### config.mk
export PLATFORM = sky130hd
export DESIGN_NAME = dma_csr_irq
export DESIGN_NICKNAME = d
export VERILOG_FILES = /design/src/rtl/dma_csr_pkg.sv /design/src/rtl/dma_csr_chan.sv /design/src/rtl/dma_csr_irq_merge.sv /design/src/rtl/dma_csr_rdmux.sv /design/src/rtl/dma_csr_irq.sv
export SDC_FILE = /design/constraint.sdc
export NUM_CORES = 1
export LEC_CHECK = 0
export ABC_AREA = 0
export BUFFER_PORTS_ARGS = -buffer_cell sky130_fd_sc_hd__buf_2
export CAP_MARGIN = 20
export CORE_MARGIN = 2
export CORE_UTILIZATION = 35
export DETAILED_ROUTE_END_ITERATION = 8
export PLACE_DENSITY = 0.65
export SLEW_MARGIN = 20
export SYNTH_ARGS = -nofsm -noshare
export SYNTH_HDL_FRONTEND = slang
export SYNTH_SLANG_ARGS = --single-unit
### constraint.sdc
create_clock -name clk -period 1.5 [get_ports clk]
set_input_delay 0.075 -clock clk [delete_from_list [all_inputs] [get_ports clk]]
set_output_delay 0.075 -clock clk [all_outputs]
set_load 0.05 [all_outputs]
### src/rtl/dma_csr_pkg.sv
// Shared bit positions, masks and the event bundle for the DMA
// channel status register bank.
package dma_csr_pkg;
    localparam int B_BUSERR  = 0;
    localparam int B_START   = 1;
    localparam int B_END     = 2;
    localparam int B_STOP    = 3;
    localparam int B_RAS     = 4;
    localparam int B_REQ     = 8;
    localparam int B_EOR     = 9;
    localparam int B_CMP     = 10;
    localparam int B_MASKRUN = 22;
    localparam int B_RASEN   = 23;
    localparam int B_CMPCLR  = 24;
    localparam int B_CMPSET  = 25;
    localparam int B_EOREN   = 28;
    localparam int B_STOPEN  = 29;
    localparam int B_RUN     = 31;

    // Status bits held across a write (bit 8 is live, never stored)
    localparam logic [31:0] KEEP_MASK = 32'h0000_061F;
    // Control bits loaded straight from the write value
    localparam logic [31:0] CTRL_MASK = 32'hFC80_0000;
    // Flags cleared by writing one
    localparam logic [31:0] W1C_MASK  = 32'h0000_0207;
    localparam logic [31:0] RST_WORD  = 32'h0000_0008;

    typedef struct packed {
        logic buserr;
        logic start;
        logic fin;
        logic eor;
        logic ras;
        logic stop;
    } chan_ev_t;
endpackage

### src/rtl/dma_csr_chan.sv
// One channel's control/status word.
// Assumes: wr_hit is a single-cycle strobe; event pulses are one cycle.
// Event pulses are applied after the CPU write, so an event beats a clear.
module dma_csr_chan
    import dma_csr_pkg::*;
(
    input  logic        clk,
    input  logic        rst_n,
    input  logic        wr_hit,
    input  logic [31:0] wr_data,
    input  chan_ev_t    ev,
    output logic [31:0] stat_q
);
    logic [31:0] nxt;

    // Next word: CPU write rules first, then hardware events on top
    always_comb begin
        nxt = stat_q;
        if (wr_hit) begin
            nxt = (stat_q & KEEP_MASK & ~(wr_data & W1C_MASK))
                | (wr_data & CTRL_MASK);
            if (wr_data[B_RUN]) begin
                nxt[B_STOP] = 1'b0;
            end else if (!wr_data[B_MASKRUN]) begin
                nxt[B_STOP] = 1'b1;
            end
            if (wr_data[B_CMPCLR]) nxt[B_CMP] = 1'b0;
            if (wr_data[B_CMPSET]) nxt[B_CMP] = 1'b1;
        end
        if (ev.buserr) nxt[B_BUSERR] = 1'b1;
        if (ev.start)  nxt[B_START]  = 1'b1;
        if (ev.fin)    nxt[B_END]    = 1'b1;
        if (ev.eor)    nxt[B_EOR]    = 1'b1;
        if (ev.ras)    nxt[B_RAS]    = 1'b1;
        if (ev.stop)   nxt[B_STOP]   = 1'b1;
    end

    // Word register with reset to stop-only
    always_ff @(posedge clk) begin
        if (!rst_n) stat_q <= RST_WORD;
        else        stat_q <= nxt;
    end
endmodule

### src/rtl/dma_csr_irq_merge.sv
// Builds the five per-channel interrupt bitmaps from the channel words
// and reduces them to the global interrupt word and the single line.
// Assumes: channel words come straight from registers (output is one
// gate level deep from state).
module dma_csr_irq_merge
    import dma_csr_pkg::*;
#(
    parameter int NCH = 8
) (
    input  logic [NCH-1:0][31:0] stat,
    output logic [NCH-1:0]       irq_word,
    output logic                 irq_out
);
    logic [NCH-1:0] map_stop, map_eor, map_ras, map_start, map_end;

    for (genvar g = 0; g < NCH; g++) begin : g_map
        // Gated and ungated sources for channel g
        always_comb begin
            map_stop[g]  = stat[g][B_STOP] & stat[g][B_STOPEN];
            map_eor[g]   = stat[g][B_EOR]  & stat[g][B_EOREN];
            map_ras[g]   = stat[g][B_RAS]  & stat[g][B_RASEN];
            map_start[g] = stat[g][B_START];
            map_end[g]   = stat[g][B_END];
        end
    end

    // Global word and combined line
    always_comb begin
        irq_word = map_stop | map_eor | map_ras | map_start | map_end;
        irq_out  = |irq_word;
    end
endmodule

### src/rtl/dma_csr_rdmux.sv
// Read-back selector: returns the addressed channel word with the live
// request level inserted at bit 8. Assumes rd_chan below NCH; other
// values read zero.
module dma_csr_rdmux
    import dma_csr_pkg::*;
#(
    parameter int NCH = 8,
    parameter int CW  = 3
) (
    input  logic [NCH-1:0][31:0] stat,
    input  logic [NCH-1:0]       req_lvl,
    input  logic [CW-1:0]        rd_chan,
    output logic [31:0]          rd_data
);
    // Select and overlay the request level
    always_comb begin
        rd_data = '0;
        for (int i = 0; i < NCH; i++) begin
            if (int'(rd_chan) == i) begin
                rd_data = stat[i];
                rd_data[B_REQ] = req_lvl[i];
            end
        end
    end
endmodule

### src/rtl/dma_csr_irq.sv
// Top of the DMA channel status register bank. Decodes CPU writes to
// channels, bundles engine events per channel, and exposes read-back
// and interrupt outputs. Assumes NCH between 2 and 32, synchronous
// active-low reset.
module dma_csr_irq
    import dma_csr_pkg::*;
#(
    parameter int NCH = 8,
    localparam int CW = (NCH > 1) ? $clog2(NCH) : 1
) (
    input  logic           clk,
    input  logic           rst_n,
    input  logic           wr_en,
    input  logic [CW-1:0]  wr_chan,
    input  logic [31:0]    wr_data,
    input  logic [CW-1:0]  rd_chan,
    output logic [31:0]    rd_data,
    input  logic [NCH-1:0] req_lvl,
    input  logic [NCH-1:0] ev_buserr,
    input  logic [NCH-1:0] ev_start,
    input  logic [NCH-1:0] ev_end,
    input  logic [NCH-1:0] ev_eor,
    input  logic [NCH-1:0] ev_ras,
    input  logic [NCH-1:0] ev_stop,
    output logic [NCH-1:0] irq_word,
    output logic           irq_out
);
    logic [NCH-1:0][31:0] chan_stat;
    logic [NCH-1:0]       wr_hit;
    chan_ev_t             ev_c [NCH];

    for (genvar g = 0; g < NCH; g++) begin : g_ch
        // Write decode and event bundling for channel g
        always_comb begin
            wr_hit[g]      = wr_en && (int'(wr_chan) == g);
            ev_c[g].buserr = ev_buserr[g];
            ev_c[g].start  = ev_start[g];
            ev_c[g].fin    = ev_end[g];
            ev_c[g].eor    = ev_eor[g];
            ev_c[g].ras    = ev_ras[g];
            ev_c[g].stop   = ev_stop[g];
        end

        dma_csr_chan u_chan (
            .clk     (clk),
            .rst_n   (rst_n),
            .wr_hit  (wr_hit[g]),
            .wr_data (wr_data),
            .ev      (ev_c[g]),
            .stat_q  (chan_stat[g])
        );
    end

    dma_csr_irq_merge #(.NCH(NCH)) u_merge (
        .stat     (chan_stat),
        .irq_word (irq_word),
        .irq_out  (irq_out)
    );

    dma_csr_rdmux #(.NCH(NCH), .CW(CW)) u_rd (
        .stat    (chan_stat),
        .req_lvl (req_lvl),
        .rd_chan (rd_chan),
        .rd_data (rd_data)
    );
endmodule

# Yosys cells after proc, flatten, opt, wreduce, memory -nomap -nowiden
# Index checks and enable logic that the tools add are counted.
word_totals:
  regBits: 256
  input_bits: 97
  out_inout_bits: 41
  word_cells: 263
op_classes:
  n_eq_ne: 14
  muxes: 88
  bitwise_logic: 46
  reduce_logical: 59
ops:
  columns: ["operator", "count"]
  rows:
  - ["bitwise AND 11 x 32 -> 32 bit", 8]
  - ["two-way mux 32 bit", 8]
  - ["bitwise OR 32 bit", 8]
  - ["two-way mux 10 bit", 8]
  - ["nonzero test 2 bit", 40]
  - ["two-way mux 1 bit", 72]
  - ["inverter 10 -> 32 bit", 1]
  - ["bitwise OR 8 bit", 4]
  - ["bitwise AND 1 bit", 24]
  - ["equality test 3 bit, second input constant", 8]
  - ["OR reduction 2 bit", 8]
  - ["equality test 3 x 2 -> 1 bit, second input constant", 4]
  - ["logical AND 1 bit", 8]
  - ["OR reduction 8 bit", 1]
  - ["equality test 3 x 1 -> 1 bit, second input constant", 2]
  - ["logical NOT 3 bit", 2]
  - ["inverter 1 bit", 1]

# Depth between registers and ports, before layout
# Gate-level depths: netlist of run 1.
logic_depth:
  depth_word: 9
  mapped_depth: 5
  mapped_depth_nobuf: 3

# By module
# A second synthesis of run 1 with hierarchy kept.
unflattened:
  hier_cells: 967
  hier_area_um2: 8155.3
modules_own_cells:
  columns: ["module", "instances", "cells_per_inst", "area_each_um2", "seq_area_each_um2"]
  rows:
  - ["dma_csr_chan", 8, 69, 653.1, 280.3]
  - ["dma_csr_rdmux", 1, 378, 2626.3, 0.0]
  - ["dma_csr_irq_merge", 1, 29, 207.7, 0.0]
  - ["dma_csr_irq", 1, 8, 96.3, 0.0]

# Least setup slack after synthesis of run 1
# OpenSTA, ideal clock, no wires.
synth_path:
  kind: "flip-flop to output port"
  start: "register g_ch[6].u_chan.stat_q[9]"
  end: "output irq_out"
  arrival_ns: 1.449
  required_ns: 1.425
  slack_ns: -0.024
  stages_incl_launch_ff: 4
  n_path_buf: 0
  cell_sequence: "dfxtp_1 > a211oi_1 > nand4_1 > or4_1"
synth_via:
  elab_chain_cells: 6
synth_lines:
  columns: ["item", "line", "text"]
  rows:
  - ["start: declaration", "dma_csr_chan.sv:12", "output logic [31:0] stat_q"]
  - ["start signal: assignment", "dma_csr_chan.sv:41", "else stat_q <= nxt;"]
  - ["bitwise AND 1 bit", "dma_csr_irq_merge.sv:20", "map_eor[g] = stat[g][B_EOR] & stat[g][B_EOREN];"]
  - ["bitwise OR 8 bit (4 in series)", "dma_csr_irq_merge.sv:29", "irq_word = map_stop | map_eor | map_ras | map_start | map_end;"]
  - ["OR reduction 8 bit", "dma_csr_irq_merge.sv:30", "irq_out = |irq_word;"]
  - ["end: declaration", "dma_csr_irq.sv:26", "output logic irq_out"]
# No other way between the ends.

# Worst setup path in the final report of run 1
layout_path:
  start: "register g_ch[1].u_chan.stat_q[28]"
  end: "output irq_out"
layout_via:
  elab_chain_cells: 6
layout_lines:
  columns: ["item", "line"]
  rows:
  - ["start: declaration", "dma_csr_chan.sv:12"]
  - ["start signal: assignment", "dma_csr_chan.sv:41"]
  - ["bitwise AND 1 bit", "dma_csr_irq_merge.sv:20"]
  - ["bitwise OR 8 bit (4 in series)", "dma_csr_irq_merge.sv:29"]
  - ["OR reduction 8 bit", "dma_csr_irq_merge.sv:30"]
# No other way between the ends.

==> reports/qor.csv, run 1 <==
stage,metric,value,unit
run_status,status,"finished, violations left",
run_status,violations,negative setup slack,
logic_synthesis,postSynthCellCount,555,
place,dp_hpwl,12000,µm
timing,finalCritPeriodShare,129,%
layout,largest_register_ff_count,112,
hold_path,hold_class,input port to flop,
timing,clock.fmax,0.516,GHz
place,dpl-instance-area,6350,µm²
layout,finalNetCount,838,
layout,finish.utilization,49.9,%
global_routing,grt_max_degree,33,
logic_synthesis,synth_common_cells,"128 x nand2_1, 112 x dfxtp_1, 64 x a21oi_1",
timing,skew,0,ns
clock_network,clockBufferDepth,2,
route,vias,4966,
die,dieArea,16300,µm²
worst_setup_path,cp_max_fo,3,
global_routing,grtUsageMet2,35.6,%
timing,setup_viol,16,
worst_setup_path,cp.required,1.42,ns
timing,worst_pin_slew,0.573,ns
route,antenna_left,0,
pwr,p_seq_share,45.6,%
timing,setup_ws,-0.439,ns
pwr,internal_power,5.03,mW
worst_setup_path,end_kind,output port,
timing,drv_slew,0,
logic_synthesis,synth_top_area_share,41.8,%
global_routing,busiest_layer,met2,
place,gp_congestion,0.892,
flow_run,max_cap_viol_count,0,
clock_network,htree_levels,3,
logic_synthesis,synth-seq-cells,112,
global_routing,grt_pass1_vias,5218,
layout,area_delta_synth_final,40.4,%
route,wl_per_cell,18.1,µm
clock_network,clkTransAtPathRegs,0.07,ns
die,num_rows,45,
worst_setup_path,worstSetupStartpointType,flop,
pwr,power_switching,1.95,mW
pwr,power_density,927,nW/µm²
logic_synthesis,synth_edf_count,0,
logic_synthesis,synthTopCellsByArea,"dfxtp_1 42%, mux4_2 9.2%, nand2_1 9.0%",
clock_network,numCtsBuffers,9,
worst_setup_path,worstSetupPathType,flop to output port,
global_routing,grtUsageMet1,25.5,%
global_routing,grt_use_total,21.0,%
route,routed_via_density,5.32,
global_routing,grt_pass1_wl,26800,µm
logic_synthesis,synth_top_cell_by_area,dfxtp_1,
logic_synthesis,seq_area_frac_synth,41.8,%
layout,fin_area,7530,µm²
global_routing,use_met3,5.18,%
route,drtPass1Iterations,5,
route,drc,0,
die,fp.dieW,128,µm
pwr,peakVddDrop,0.768,mV
place,port_buffers,102,
logic_synthesis,synth_area,5370,µm²
die,initial_core_util,35.6,%
worst_setup_path,cp.arrival,1.86,ns
clock_network,cts_tree,yes,
route,drtIter0Drc,358,
clock_network,clk-insertion-delay-late,0.35,ns
die,die_h,128,µm
clock_network,cts_root_buffer,clkbuf_16,
route,detail_route.wirelength,16900,µm
global_routing,overflow,0,
pwr,p_comb_share,20.0,%
layout,largestRegisters,g_ch.u_chan.stat_q x112,
timing,slew_headroom,61.8,%
pwr,p_leak,2.97,nW
timing,hold_viol,0,
pwr,p_clk_share,34.4,%
logic_synthesis,synth_flop_cell,dfxtp_1,
global_routing,antenna_found_initial,0,
timing,fin_crit,1.94,ns
logic_synthesis,synthArstFlopShare,0,%
logic_synthesis,synth.distinct_cells,35,
layout,drive_above_1_share,36.9,%
layout,antenna_cells,0,
die,ios,138,
die,core_area,15100,µm²
timing,rsz0062_at_grt,true,
pwr,p_sw_share,27.9,%
layout,top_register,g_ch.u_chan.stat_q,
logic_synthesis,synthMostInstantiatedCell,nand2_1,
logic_synthesis,yosysWarnings,0,
clock_network,clock_sinks,112,
logic_synthesis,avgSynthCellArea,9.67,µm²
-- cells in the final DEF, fill, tap and decap left out, types with 4 or more instances in the layout --
master and n:
conb_1 17, a21oi_1 64, nand2_1 126, dfxtp_1 88, mux4_2 28, buf_2 85, nor2_1 16, buf_12 7
a21boi_0 21, buf_4 49, nand4_1 5, a211oi_2 4, a21boi_1 11, o21a_1 32, a22oi_2 7, o21ai_0 7
a211o_1 8, o21bai_1 7, dfxtp_2 23, mux2_4 14, buf_8 12, clkbuf_16 9, buf_6 20, dlygate4sd3_1 48
-- metrics by stage --
step / worst slack [ns] / hold WS (ns) / std cells / total power, mW / setup TNS (ns)
3_3_place_gp: -0.179 / 0.268 / 866 / 4.36 / -0.582
3_5_place_dp: -0.184 / 0.270 / 866 / 4.39 / -0.614
4_1_cts: -0.396 / 0.0376 / 932 / 6.95 / -3.89
2_1_floorplan: 0.0984 / 0.169 / 571 / 4.00 / 0
6_report: -0.439 / 0.0442 / 934 / 6.98 / -3.90
5_1_grt: -0.456 / 0.0494 / 934 / 7.24 / -4.40
-- power groups by stage --
stage,Clock [mW],Combinational (mW),Sequential (mW)
3_3_place_gp,0,1.14,3.22
6_report,2.40,1.39,3.19
4_1_cts,2.43,1.34,3.18
2_1_floorplan,0,0.799,3.20
3_5_place_dp,0,1.16,3.23
5_1_grt,2.56,1.48,3.20
-- area by class of cell --
type	count	area, µm²
clock buffer	11	233
clock inverter	5	56.3
fill	1348	7560
inverter	2	7.51
multi-input combinational	395	2910
sequential	112	2270
tap	188	235
timing repair buffer	221	1820
-- worst paths after layout --
| check | cells past startpoint | to | startpoint | slack (ns) |
|---|---|---|---|---|
| max | 4 | irq_out | g_ch[1].u_chan.stat_q[28]$_SDFFE_PN0P_ | -0.44 |
| min | 3 | g_ch[6].u_chan.stat_q[26]$_SDFFE_PN0P_ | wr_data[26] | 0.04 |
| max reg2reg | 3 | g_ch[7].u_chan.stat_q[3]$_SDFFE_PP1P_ | g_ch[7].u_chan.stat_q[3]$_SDFFE_PP1P_ | 0.51 |
| min reg2reg | 2 | g_ch[2].u_chan.stat_q[27]$_SDFFE_PN0P_ | g_ch[2].u_chan.stat_q[27]$_SDFFE_PN0P_ | 0.46 |
-- cell families (layout without fill, tap and decap cells) --
logic type / count (synthesis) / after routing / synth area share (%)
AO/OA/AOI/OAI: 168 / 168 / 20.4
flip-flops: 112 / 112 / 41.8
buffers and inverters: 64 / 239 / 7.48
multiplexers: 45 / 45 / 16.3
AND/OR/NAND/NOR: 165 / 165 / 14.0
other: 1 / 17 / 0.0699
-- routing by layer --
layer	vias to the layer above	wire, µm
li1	2318	-
met1	2370	6850
met2	235	8260
met3	43	1300
met4	0	523
met5	-	0
-- what timing repair did --
item | 4_1_cts | 5_1_grt
pin swaps | 8 | 6
resized for setup | 100 | 32
endpoints found under the hold margin | 48 | 0
setup buffers | 2 | 3
hold buffers | 48 | 0
setup endpoints to repair | 18 | 18
-- critical path, stage by stage, from the launching register on --
cell,delay (ns)
dfxtp_4,0.36
a211oi_4,0.25
nand4_1,0.19
or4_4,0.54
buf_8,0.17
No activity file was read; power rests on OpenSTA's default activity.
==> run 2: changes to the inputs <==
--- a/config.mk
+++ b/config.mk
@@ -8,9 +8,12 @@
 export ABC_AREA = 0
 export BUFFER_PORTS_ARGS = -buffer_cell sky130_fd_sc_hd__buf_2
 export CAP_MARGIN = 20
+export CORE_ASPECT_RATIO = 1.2
 export CORE_MARGIN = 2
 export CORE_UTILIZATION = 35
+export CTS_CLUSTER_DIAMETER = 50
 export DETAILED_ROUTE_END_ITERATION = 8
+export MAX_ROUTING_LAYER = met4
 export PLACE_DENSITY = 0.65
 export SLEW_MARGIN = 20
 export SYNTH_ARGS = -nofsm -noshare
==> run 2 against run 1 <==
Compared with the run above: design area is 1.4% higher; sequential share of layout area is 0.42 points lower; count of clock-buffer cells in the layout is 2 higher; clock power is 2% higher; sequential cell count stayed put; routed wire length is 1.6% lower; non-clock buffer count is 12 higher; sequential power hardly changed; register-to-register slack hardly changed; first-iteration DRC count is 15% lower; critical endpoint unchanged; via count is 0.20% higher; the run still ends with negative setup slack left; worst setup slack worse by 0.032 ns.
==> reports/qor.csv, run 2 (same netlist as run 1, synthesis figures left out) <==
stage,metric,value,unit
run_status,status,"finished, violations left",
run_status,violations,negative setup slack,
layout,final_cell_mix,"127 x nand2_1, 86 x dfxtp_1, 85 x buf_2",
global_routing,overflow,0,
layout,fin_area,7640,µm²
timing,hold_viol,0,
clock_network,cts_tree,yes,
clock_network,clockBufferDepth,2,
global_routing,grt_pass1_wl,26400,µm
global_routing,grt_use_total,21.7,%
die,core_area,15000,µm²
clock_network,htree_levels,3,
route,antenna_left,0,
timing,setup_ws,-0.471,ns
clock_network,clk-insertion-delay-late,0.35,ns
die,initial_core_util,35.7,%
layout,top_register,g_ch.u_chan.stat_q,
layout,largest_register_ff_count,112,
layout,finalNetCount,850,
place,gp_congestion,0.889,
timing,clock.fmax,0.507,GHz
worst_setup_path,end_kind,output port,
layout,area_delta_synth_final,42.3,%
clock_network,numCtsBuffers,9,
route,drtPass1Iterations,5,
layout,mostFrequentLayoutCell,nand2_1,
route,wl_met1,6370,µm
worst_setup_path,worstSetupStartpointType,flop,
layout,finish.utilization,50.9,%
clock_network,clkTransAtPathRegs,0.07,ns
timing,slew_headroom,55.8,%
place,port_buffers,102,
clock_network,cts_root_buffer,clkbuf_16,
die,die_h,140,µm
layout,largestRegisters,g_ch.u_chan.stat_q x112,
timing,drv_slew,0,
place,dpl_worst_slack,-0.287,ns
pwr,power_density,922,nW/µm²
pwr,p_leak,3.04,nW
route,top_layer,met4,
flow_run,max_cap_viol_count,0,
die,fp.dieW,117,µm
layout,fillers,1364,
layout,drive_above_1_share,37.7,%
hold_path,hold_class,input port to flop,
die,num_rows,49,
timing,rsz0062_at_grt,true,
worst_setup_path,cp.required,1.42,ns
timing,tns,-4.05,ns
route,detail_route.wirelength,16700,µm
route,dr_wl_met2,8720,µm
global_routing,antenna_found_initial,0,
route,vias,4976,
worst_setup_path,cp.arrival,1.90,ns
worst_setup_path,worstSetupPathType,flop to output port,
place,dpl-instance-area,6490,µm²
worst_setup_path,rrSetupSlack,0.50,ns
clock_network,clock_sinks,112,
timing,fin_crit,1.97,ns
place,dp_hpwl,12400,µm
timing,skew,0,ns
die,dieArea,16300,µm²
route,wl_met3,926,µm
worst_setup_path,cp_max_fo,2,
route,routed_via_density,5.17,
timing,worst_pin_slew,0.661,ns
route,wl_per_cell,17.3,µm
global_routing,grt_max_degree,40,
die,ios,138,
route,drtIter0Drc,305,
pwr,peakVddDrop,0.535,mV
global_routing,grt_pass1_vias,5206,
timing,setup_viol,15,
layout,antenna_cells,0,
route,drc,0,
timing,finalCritPeriodShare,131,%
## run 2: cell count changes in the layout (fill, tap and decap cells not counted), moves of 3 or more
cell,change
dfxtp_2,+3
buf_6,+6
a211oi_2,+4
buf_4,+8
## run 2: area by class of cell
| class | count | area (µm²) | area share [%] |
|---|---|---|---|
| multi-input combinational | 395 | 2880 | 37.8 |
| sequential | 112 | 2270 | 29.8 |
| inverter | 2 | 7.51 | 0.0983 |
| tap | 204 | 255 | 3.34 |
| timing repair buffer | 233 | 1920 | 25.1 |
| clock inverter | 3 | 40.0 | 0.524 |
| clock buffer | 13 | 260 | 3.41 |
## run 2: metal layers
| layer | vias to the layer above | GRT usage, % |
|---|---|---|
| li1 | 2342 | - |
| met3 | 32 | 2.13 |
| met2 | 212 | 37.4 |
| met4 | 0 | 10.8 |
| met5 | - | - |
| met1 | 2390 | 24.7 |
## run 2: worst max-delay path: stages, from the launching register on
cell and delay [ns]:
dfxtp_2 0.34, a211oi_2 0.24, nand4_1 0.20, or4_4 0.58, buf_6 0.18
## run 2: repair_timing
| action | 4_1_cts | 5_1_grt |
|---|---|---|
| buffers inserted | 0 | 3 |
| hold buffers | 48 | 0 |
| resized for setup | 103 | 18 |
| pin swaps | 3 | 3 |
| setup endpoints to repair | 21 | 18 |
| endpoints found under the hold margin | 48 | 0 |
## run 2: power breakdown
| part | total (mW) | internal, mW | switching, mW |
|---|---|---|---|
| sequential | 3.18 | 3.09 | 0.0856 |
| clock | 2.45 | 1.38 | 1.07 |
| combinational | 1.41 | 0.661 | 0.751 |
| total | 7.04 | 5.14 | 1.91 |
## run 2: stage by stage
stage	power (mW)	hold slack, ns	cells
floorplan	4.00	0.169	571
global placement	4.40	0.255	895
detailed placement	4.43	0.260	895
CTS	7.06	0.0262	959
global route	7.31	0.0421	962
finish	7.04	0.0416	962
## run 2: worst paths after layout
| check | cells past startpoint | from | end |
|---|---|---|---|
| worst min-delay path | 3 | wr_data[26] | g_ch[5].u_chan.stat_q[26]$_SDFFE_PN0P_ |
| worst max register to register | 3 | g_ch[4].u_chan.stat_q[3]$_SDFFE_PP1P_ | g_ch[4].u_chan.stat_q[3]$_SDFFE_PP1P_ |
| worst max-delay path | 4 | g_ch[3].u_chan.stat_q[29]$_SDFFE_PN0P_ | irq_out |
| worst min register to register | 2 | g_ch[3].u_chan.stat_q[30]$_SDFFE_PN0P_ | g_ch[3].u_chan.stat_q[30]$_SDFFE_PN0P_ |
